==> config.mk <==
export PLATFORM = sky130hd
export DESIGN_NAME = act_led_shaper
export DESIGN_NICKNAME = d
export VERILOG_FILES = /design/src/rtl/act_led_pkg.sv /design/src/rtl/act_led_tick.sv /design/src/rtl/act_led_mode.sv /design/src/rtl/act_led_chan.sv /design/src/rtl/act_led_shaper.sv
export SDC_FILE = /design/constraint.sdc
export NUM_CORES = 1
export LEC_CHECK = 0
export ABC_AREA = 1
export BUFFER_PORTS_ARGS = -buffer_cell sky130_fd_sc_hd__buf_2
export CAP_MARGIN = 40
export CORE_AREA = 2 2 136 138
export CTS_CLUSTER_DIAMETER = 30
export DETAILED_ROUTE_END_ITERATION = 6
export DIE_AREA = 0 0 138 140
export GPL_TIMING_DRIVEN = 0
export HOLD_SLACK_MARGIN = 0.02
export PLACE_DENSITY_LB_ADDON = 0.05
export SLEW_MARGIN = 15
export SYNTH_ARGS = -nofsm -noshare
export SYNTH_HDL_FRONTEND = slang
export SYNTH_SLANG_ARGS = --single-unit
==> constraint.sdc <==
create_clock -name clk -period 2.2 [get_ports clk]
set_clock_uncertainty 0.1 [all_clocks]
set_input_delay 0.33 -clock clk [delete_from_list [all_inputs] [get_ports clk]]
set_output_delay 0.33 -clock clk [all_outputs]
set_load 0.05 [all_outputs]
==> src/rtl/act_led_pkg.sv <==
package act_led_pkg;

  // Mode code is {stretch_en, blink_en}
  localparam logic [1:0] MODE_PASS  = 2'b00;
  localparam logic [1:0] MODE_BLINK = 2'b01;
  localparam logic [1:0] MODE_HOLD  = 2'b10;
  localparam logic [1:0] MODE_SLOW  = 2'b11;

  typedef enum logic [1:0] {
    PH_IDLE = 2'd0,
    PH_ON   = 2'd1,
    PH_OFF  = 2'd2
  } phase_e;

endpackage

==> src/rtl/act_led_tick.sv <==
module act_led_tick #(
  parameter int CLKS_PER_TICK = 50000
) (
  input  logic clk,
  input  logic rst_n,
  output logic tick_o
);
  localparam int CW = (CLKS_PER_TICK > 1) ? $clog2(CLKS_PER_TICK) : 1;
  localparam logic [CW-1:0] LAST = CW'(CLKS_PER_TICK - 1);

  logic [CW-1:0] cnt_q;

  assign tick_o = (cnt_q == LAST);

  always_ff @(posedge clk or negedge rst_n) begin
    if (!rst_n) begin
      cnt_q <= '0;
    end else if (tick_o) begin
      cnt_q <= '0;
    end else begin
      cnt_q <= cnt_q + 1'b1;
    end
  end
endmodule

==> src/rtl/act_led_mode.sv <==
module act_led_mode (
  input  logic       clk,
  input  logic       rst_n,
  input  logic       stretch_en_i,
  input  logic       blink_en_i,
  output logic [1:0] mode_o,
  output logic       restart_o
);
  import act_led_pkg::*;

  logic [1:0] mode_q;

  assign mode_o    = {stretch_en_i, blink_en_i};
  assign restart_o = (mode_o != mode_q);

  always_ff @(posedge clk or negedge rst_n) begin
    if (!rst_n) begin
      mode_q <= MODE_PASS;
    end else begin
      mode_q <= mode_o;
    end
  end
endmodule

==> src/rtl/act_led_chan.sv <==
module act_led_chan #(
  parameter int SHORT_TICKS = 42,
  parameter int LONG_TICKS  = 500,
  parameter int TW          = 9
) (
  input  logic       clk,
  input  logic       rst_n,
  input  logic       tick_i,
  input  logic [1:0] mode_i,
  input  logic       restart_i,
  input  logic       act_i,
  output logic       led_o
);
  import act_led_pkg::*;

  phase_e        ph_q, ph_n;
  logic [TW-1:0] tm_q, tm_n;
  logic          pend_q, pend_n;
  logic          led_q, led_n;
  logic [TW-1:0] len;
  logic          last;
  logic          hold_mode;

  assign hold_mode = (mode_i == MODE_HOLD);
  assign len       = (mode_i == MODE_SLOW) ? TW'(LONG_TICKS) : TW'(SHORT_TICKS);
  assign last      = (tm_q == TW'(1));

  always_comb begin
    ph_n   = ph_q;
    tm_n   = tm_q;
    pend_n = pend_q;
    led_n  = 1'b0;
    if (mode_i == MODE_PASS) begin
      ph_n   = PH_IDLE;
      tm_n   = '0;
      pend_n = 1'b0;
      led_n  = act_i;
    end else if (restart_i) begin
      ph_n   = PH_IDLE;
      tm_n   = '0;
      pend_n = 1'b0;
    end else begin
      unique case (ph_q)
        PH_IDLE: begin
          if (act_i) begin
            ph_n = PH_ON;
            tm_n = len;
          end
        end
        PH_ON: begin
          if (hold_mode && act_i) begin
            tm_n = len;
          end else if (tick_i) begin
            if (!last) begin
              tm_n = tm_q - 1'b1;
            end else if (hold_mode) begin
              ph_n = PH_IDLE;
              tm_n = '0;
            end else begin
              ph_n = PH_OFF;
              tm_n = len;
            end
          end
        end
        PH_OFF: begin
          if (tick_i && last) begin
            pend_n = 1'b0;
            if (pend_q || act_i) begin
              ph_n = PH_ON;
              tm_n = len;
            end else begin
              ph_n = PH_IDLE;
              tm_n = '0;
            end
          end else begin
            if (tick_i) begin
              tm_n = tm_q - 1'b1;
            end
            if (act_i) begin
              pend_n = 1'b1;
            end
          end
        end
        default: begin
          ph_n   = PH_IDLE;
          tm_n   = '0;
          pend_n = 1'b0;
        end
      endcase
      led_n = (ph_n == PH_ON);
    end
  end

  always_ff @(posedge clk or negedge rst_n) begin
    if (!rst_n) begin
      ph_q   <= PH_IDLE;
      tm_q   <= '0;
      pend_q <= 1'b0;
      led_q  <= 1'b0;
    end else begin
      ph_q   <= ph_n;
      tm_q   <= tm_n;
      pend_q <= pend_n;
      led_q  <= led_n;
    end
  end

  assign led_o = led_q;
endmodule

==> src/rtl/act_led_shaper.sv <==
module act_led_shaper #(
  parameter int CLKS_PER_TICK = 50000,
  parameter int SHORT_TICKS   = 42,
  parameter int LONG_TICKS    = 500
) (
  input  logic clk,
  input  logic rst_n,
  input  logic stretch_en_i,
  input  logic blink_en_i,
  input  logic act_tx_i,
  input  logic act_rx_i,
  input  logic act_col_i,
  output logic led_tx_o,
  output logic led_rx_o,
  output logic led_col_o
);
  localparam int NCH  = 3;
  localparam int MAXT = (LONG_TICKS > SHORT_TICKS) ? LONG_TICKS : SHORT_TICKS;
  localparam int TW   = $clog2(MAXT + 1);

  logic           tick;
  logic [1:0]     mode;
  logic           restart;
  logic [NCH-1:0] act_vec;
  logic [NCH-1:0] led_vec;

  assign act_vec = {act_col_i, act_rx_i, act_tx_i};

  act_led_tick #(.CLKS_PER_TICK(CLKS_PER_TICK)) u_tick (
    .clk    (clk),
    .rst_n  (rst_n),
    .tick_o (tick)
  );

  act_led_mode u_mode (
    .clk          (clk),
    .rst_n        (rst_n),
    .stretch_en_i (stretch_en_i),
    .blink_en_i   (blink_en_i),
    .mode_o       (mode),
    .restart_o    (restart)
  );

  for (genvar c = 0; c < NCH; c++) begin : g_chan
    act_led_chan #(
      .SHORT_TICKS (SHORT_TICKS),
      .LONG_TICKS  (LONG_TICKS),
      .TW          (TW)
    ) u_chan (
      .clk       (clk),
      .rst_n     (rst_n),
      .tick_i    (tick),
      .mode_i    (mode),
      .restart_i (restart),
      .act_i     (act_vec[c]),
      .led_o     (led_vec[c])
    );
  end

  assign led_tx_o  = led_vec[0];
  assign led_rx_o  = led_vec[1];
  assign led_col_o = led_vec[2];
endmodule

==> results.json <==
{
  "ctsRootBufferMaster": "clkbuf_16",
  "syn-num-nets": 699,
  "layout_min_cycle_time_ps": 2020,
  "vias_per_cell": 4.44,
  "die-area_mm2": 0.0193,
  "yosysSeqAreaShare": 0.326,
  "max_stage_delay_ps": 430,
  "period_share": 0.919,
  "tns_ps": 0,
  "synth_ff_type": "dfrtp_1",
  "crit_required_ps": 2340,
  "worstPathArrival_ps": 2160,
  "synth_edf_count": 0,
  "cts_made_buffers": 9,
  "final-hold-violation-count": 0,
  "crit_chain": "inv_1 -> ha_1 -> inv_1 -> nor2_1 -> nand4_1 -> clkbuf_1 -> nor2_1 -> o21ai_0 -> nand3_1 -> nand2_1 -> nand2_1",
  "async_flop_share": 1.00,
  "area_growth_pct": 19.8,
  "worstSetupEndpointType": "flop",
  "critPathMaxFanout": 10,
  "post-place-ws_ps": -156,
  "grt_pass1_vias": 4233,
  "finalSetupViolations": 0,
  "cp.buffers_inverters": 3,
  "grt_pass1_wl_um": 21800,
  "maxSlewHeadroom": 0.579,
  "diodes": 0,
  "fp-row-count": 49,
  "post-dp-hpwl_um": 9610,
  "clock_latency_ps": 340,
  "grtUsageTotal": 0.141,
  "crit_family": "buffers and inverters",
  "hold_class": "input port to flop",
  "grt_max_degree": 38,
  "firstDrtPassIters": 4,
  "synth_top_cell_area_share": 0.326,
  "antenna_left": 0,
  "startpoint_type": "flop",
  "cts-htree-levels": 3,
  "slew_viol_final": 0,
  "clk_pin_slew_ps": 60,
  "max_freq_mhz": 495,
  "synth_top_area_cell": "dfrtp_1",
  "cap_violations": 0,
  "antenna_found_initial": 0,
  "drt_wl_total_um": 13000,
  "ys_top_cells_by_area": "dfrtp_1, nand2_1, nand3_1, nor2_1, inv_1",
  "syn_avg_cell_area_um2": 6.38,
  "wl_per_cell_um": 13.7,
  "worstMarginPinSlew_ps": 629,
  "synth-seq-cells": 57,
  "drc_errors": 0,
  "final_cell_mix": "nand2_1, nor2_1, inv_1",
  "cts_tree": "done",
  "overflow": 0,
  "syn_area_mm2": 0.00437,
  "clockBufferDepth": 2,
  "initial_core_util": 0.246,
  "core_mm2": 0.0178,
  "worstSetupPathType": "flop to flop",
  "cts.sinks": 57,
  "drive_gt1_frac": 0.125,
  "cp_slowest_cell": "clkbuf_1",
  "netlist-cell-type-count": 37,
  "port_buffers": 9,
  "layout.nets": 730,
  "die_w_um": 138,
  "setup_ws_ps": 178,
  "gp_congestion": 0.806,
  "die_h_um": 140,
  "num_io_pins": 10,
  "netlist_instances": 685,
  "status": "finished, final reports clean",
  "p_leak_nw": 2.68,
  "yosysWarnings": 0,
  "peakVddDrop_mv": 0.329,
  "drt_iter0_drc": 258,
  "mostFrequentLayoutCell": "nand2_1",
  "vias": 4218,
  "p_per_area_mw_per_mm2": 691
}
-- path summary, 6_finish.rpt --
kind	startpoint	end	slack, ps	cells past startpoint
worst min-delay path	blink_en_i	u_mode.mode_q[0]$_DFF_PN0_	120	1
min in group asynchronous	rst_n	u_tick.cnt_q[5]$_DFF_PN0_	320	2
worst min register to register	u_tick.cnt_q[0]$_DFF_PN0_	u_tick.cnt_q[0]$_DFF_PN0_	370	1
worst max-delay path	g_chan[0].u_chan.tm_q[1]$_DFFE_PN0P_	g_chan[0].u_chan.tm_q[5]$_DFFE_PN0P_	180	11
max in group asynchronous	rst_n	g_chan[1].u_chan.tm_q[5]$_DFFE_PN0P_	1150	3
worst max register to register	g_chan[0].u_chan.tm_q[1]$_DFFE_PN0P_	g_chan[0].u_chan.tm_q[5]$_DFFE_PN0P_	180	11
-- worst register-to-register path, cell delays in order (launching register included) --
cell,delay [ps]
dfrtp_1,380
inv_1,70
ha_1,190
inv_1,60
nor2_1,30
nand4_1,80
clkbuf_1,430
nor2_1,130
o21ai_0,220
nand3_1,120
nand2_1,70
nand2_1,50
-- cell families (layout without fill, tap and decap cells) --
logic type / after synthesis / count (layout) / share of synthesized area
flip-flops: 57 / 57 / 0.326
AO/OA/AOI/OAI: 52 / 52 / 0.0695
buffers and inverters: 88 / 124 / 0.0770
XOR/XNOR: 14 / 14 / 0.0280
adder cells (fa/ha/maj): 7 / 7 / 0.0200
AND/OR/NAND/NOR: 467 / 467 / 0.479
-- through the flow --
| stage | utilization | area (um^2) | hold slack (ps) | power [mW] | instances |
|---|---|---|---|---|---|
| global route | 0.295 | 5240 | 123 | 3.83 | 950 |
| CTS | 0.287 | 5110 | 113 | 3.67 | 941 |
| finish | 0.295 | 5240 | 125 | 3.62 | 950 |
| global placement | 0.265 | 4700 | 362 | 1.91 | 923 |
| detailed placement | 0.266 | 4730 | 152 | 1.91 | 924 |
| floorplan | - | 4370 | -65.6 | 1.72 | 685 |
-- cells in the mapped netlist (2+ instances only) --
| cell | count |
|---|---|
| o21ai_0 | 16 |
| clkbuf_1 | 3 |
| nor2_1 | 79 |
| nand2_1 | 269 |
| o211ai_1 | 2 |
| ha_1 | 7 |
| nor2_8 | 4 |
| a31oi_1 | 2 |
| nand2_2 | 10 |
| inv_2 | 8 |
| nand4_1 | 8 |
| nand3_2 | 5 |
| xnor2_1 | 7 |
| o211ai_2 | 2 |
| nand2_4 | 5 |
| dfrtp_1 | 57 |
| nor2_4 | 3 |
| inv_1 | 75 |
| nor2_2 | 8 |
| a211oi_1 | 4 |
| nand3_1 | 62 |
| nor3_1 | 8 |
| xor2_1 | 7 |
| a21oi_1 | 21 |
-- metal layers --
layer / up-vias / track usage / share of wire
li1: 2224 / - / -
met1: 1932 / 0.192 / 0.50
met2: 50 / 0.227 / 0.46
met3: 12 / 0.0215 / 0.022
met4: 0 / 0.0548 / 0.018
met5: - / 0 / 0
-- cell type report --
class,count,area (um^2)
fill,2014,12500
multi-input combinational,540,2670
sequential,57,1430
inverter,84,318
tap,229,287
clock buffer,12,256
timing repair buffer,20,158
clock inverter,4,98.8
buffer,4,20.0
-- power breakdown --
part | internal (mW) | total [mW] | switching (mW) | leakage, nW
combinational | 0.258 | 0.752 | 0.494 | 1.75
clock | 1.17 | 1.72 | 0.548 | 0.173
sequential | 1.10 | 1.15 | 0.0517 | 0.761
total | 2.53 | 3.62 | 1.09 | 2.68
-- timing repair --
item / 4_1_cts / 5_1_grt
pin swaps: 0 / 4
endpoints found under the setup margin: 30 / 29
cloned: 0 / 0
hold endpoints to repair: 20 / 0
resized for setup: 4 / 10
hold buffers: 1 / 0
setup buffers: 0 / 9
-- sequential cells by signal, summed over array words and instances, names as in the netlist --
signal / flops
g_chan.u_chan.led_o: 3
g_chan.u_chan.ph_q: 6
g_chan.u_chan.tm_q: 27
g_chan.u_chan.pend_q: 3
u_tick.cnt_q: 16
u_mode.mode_q: 2
Note: power is estimated with default switching activity, not from simulation.
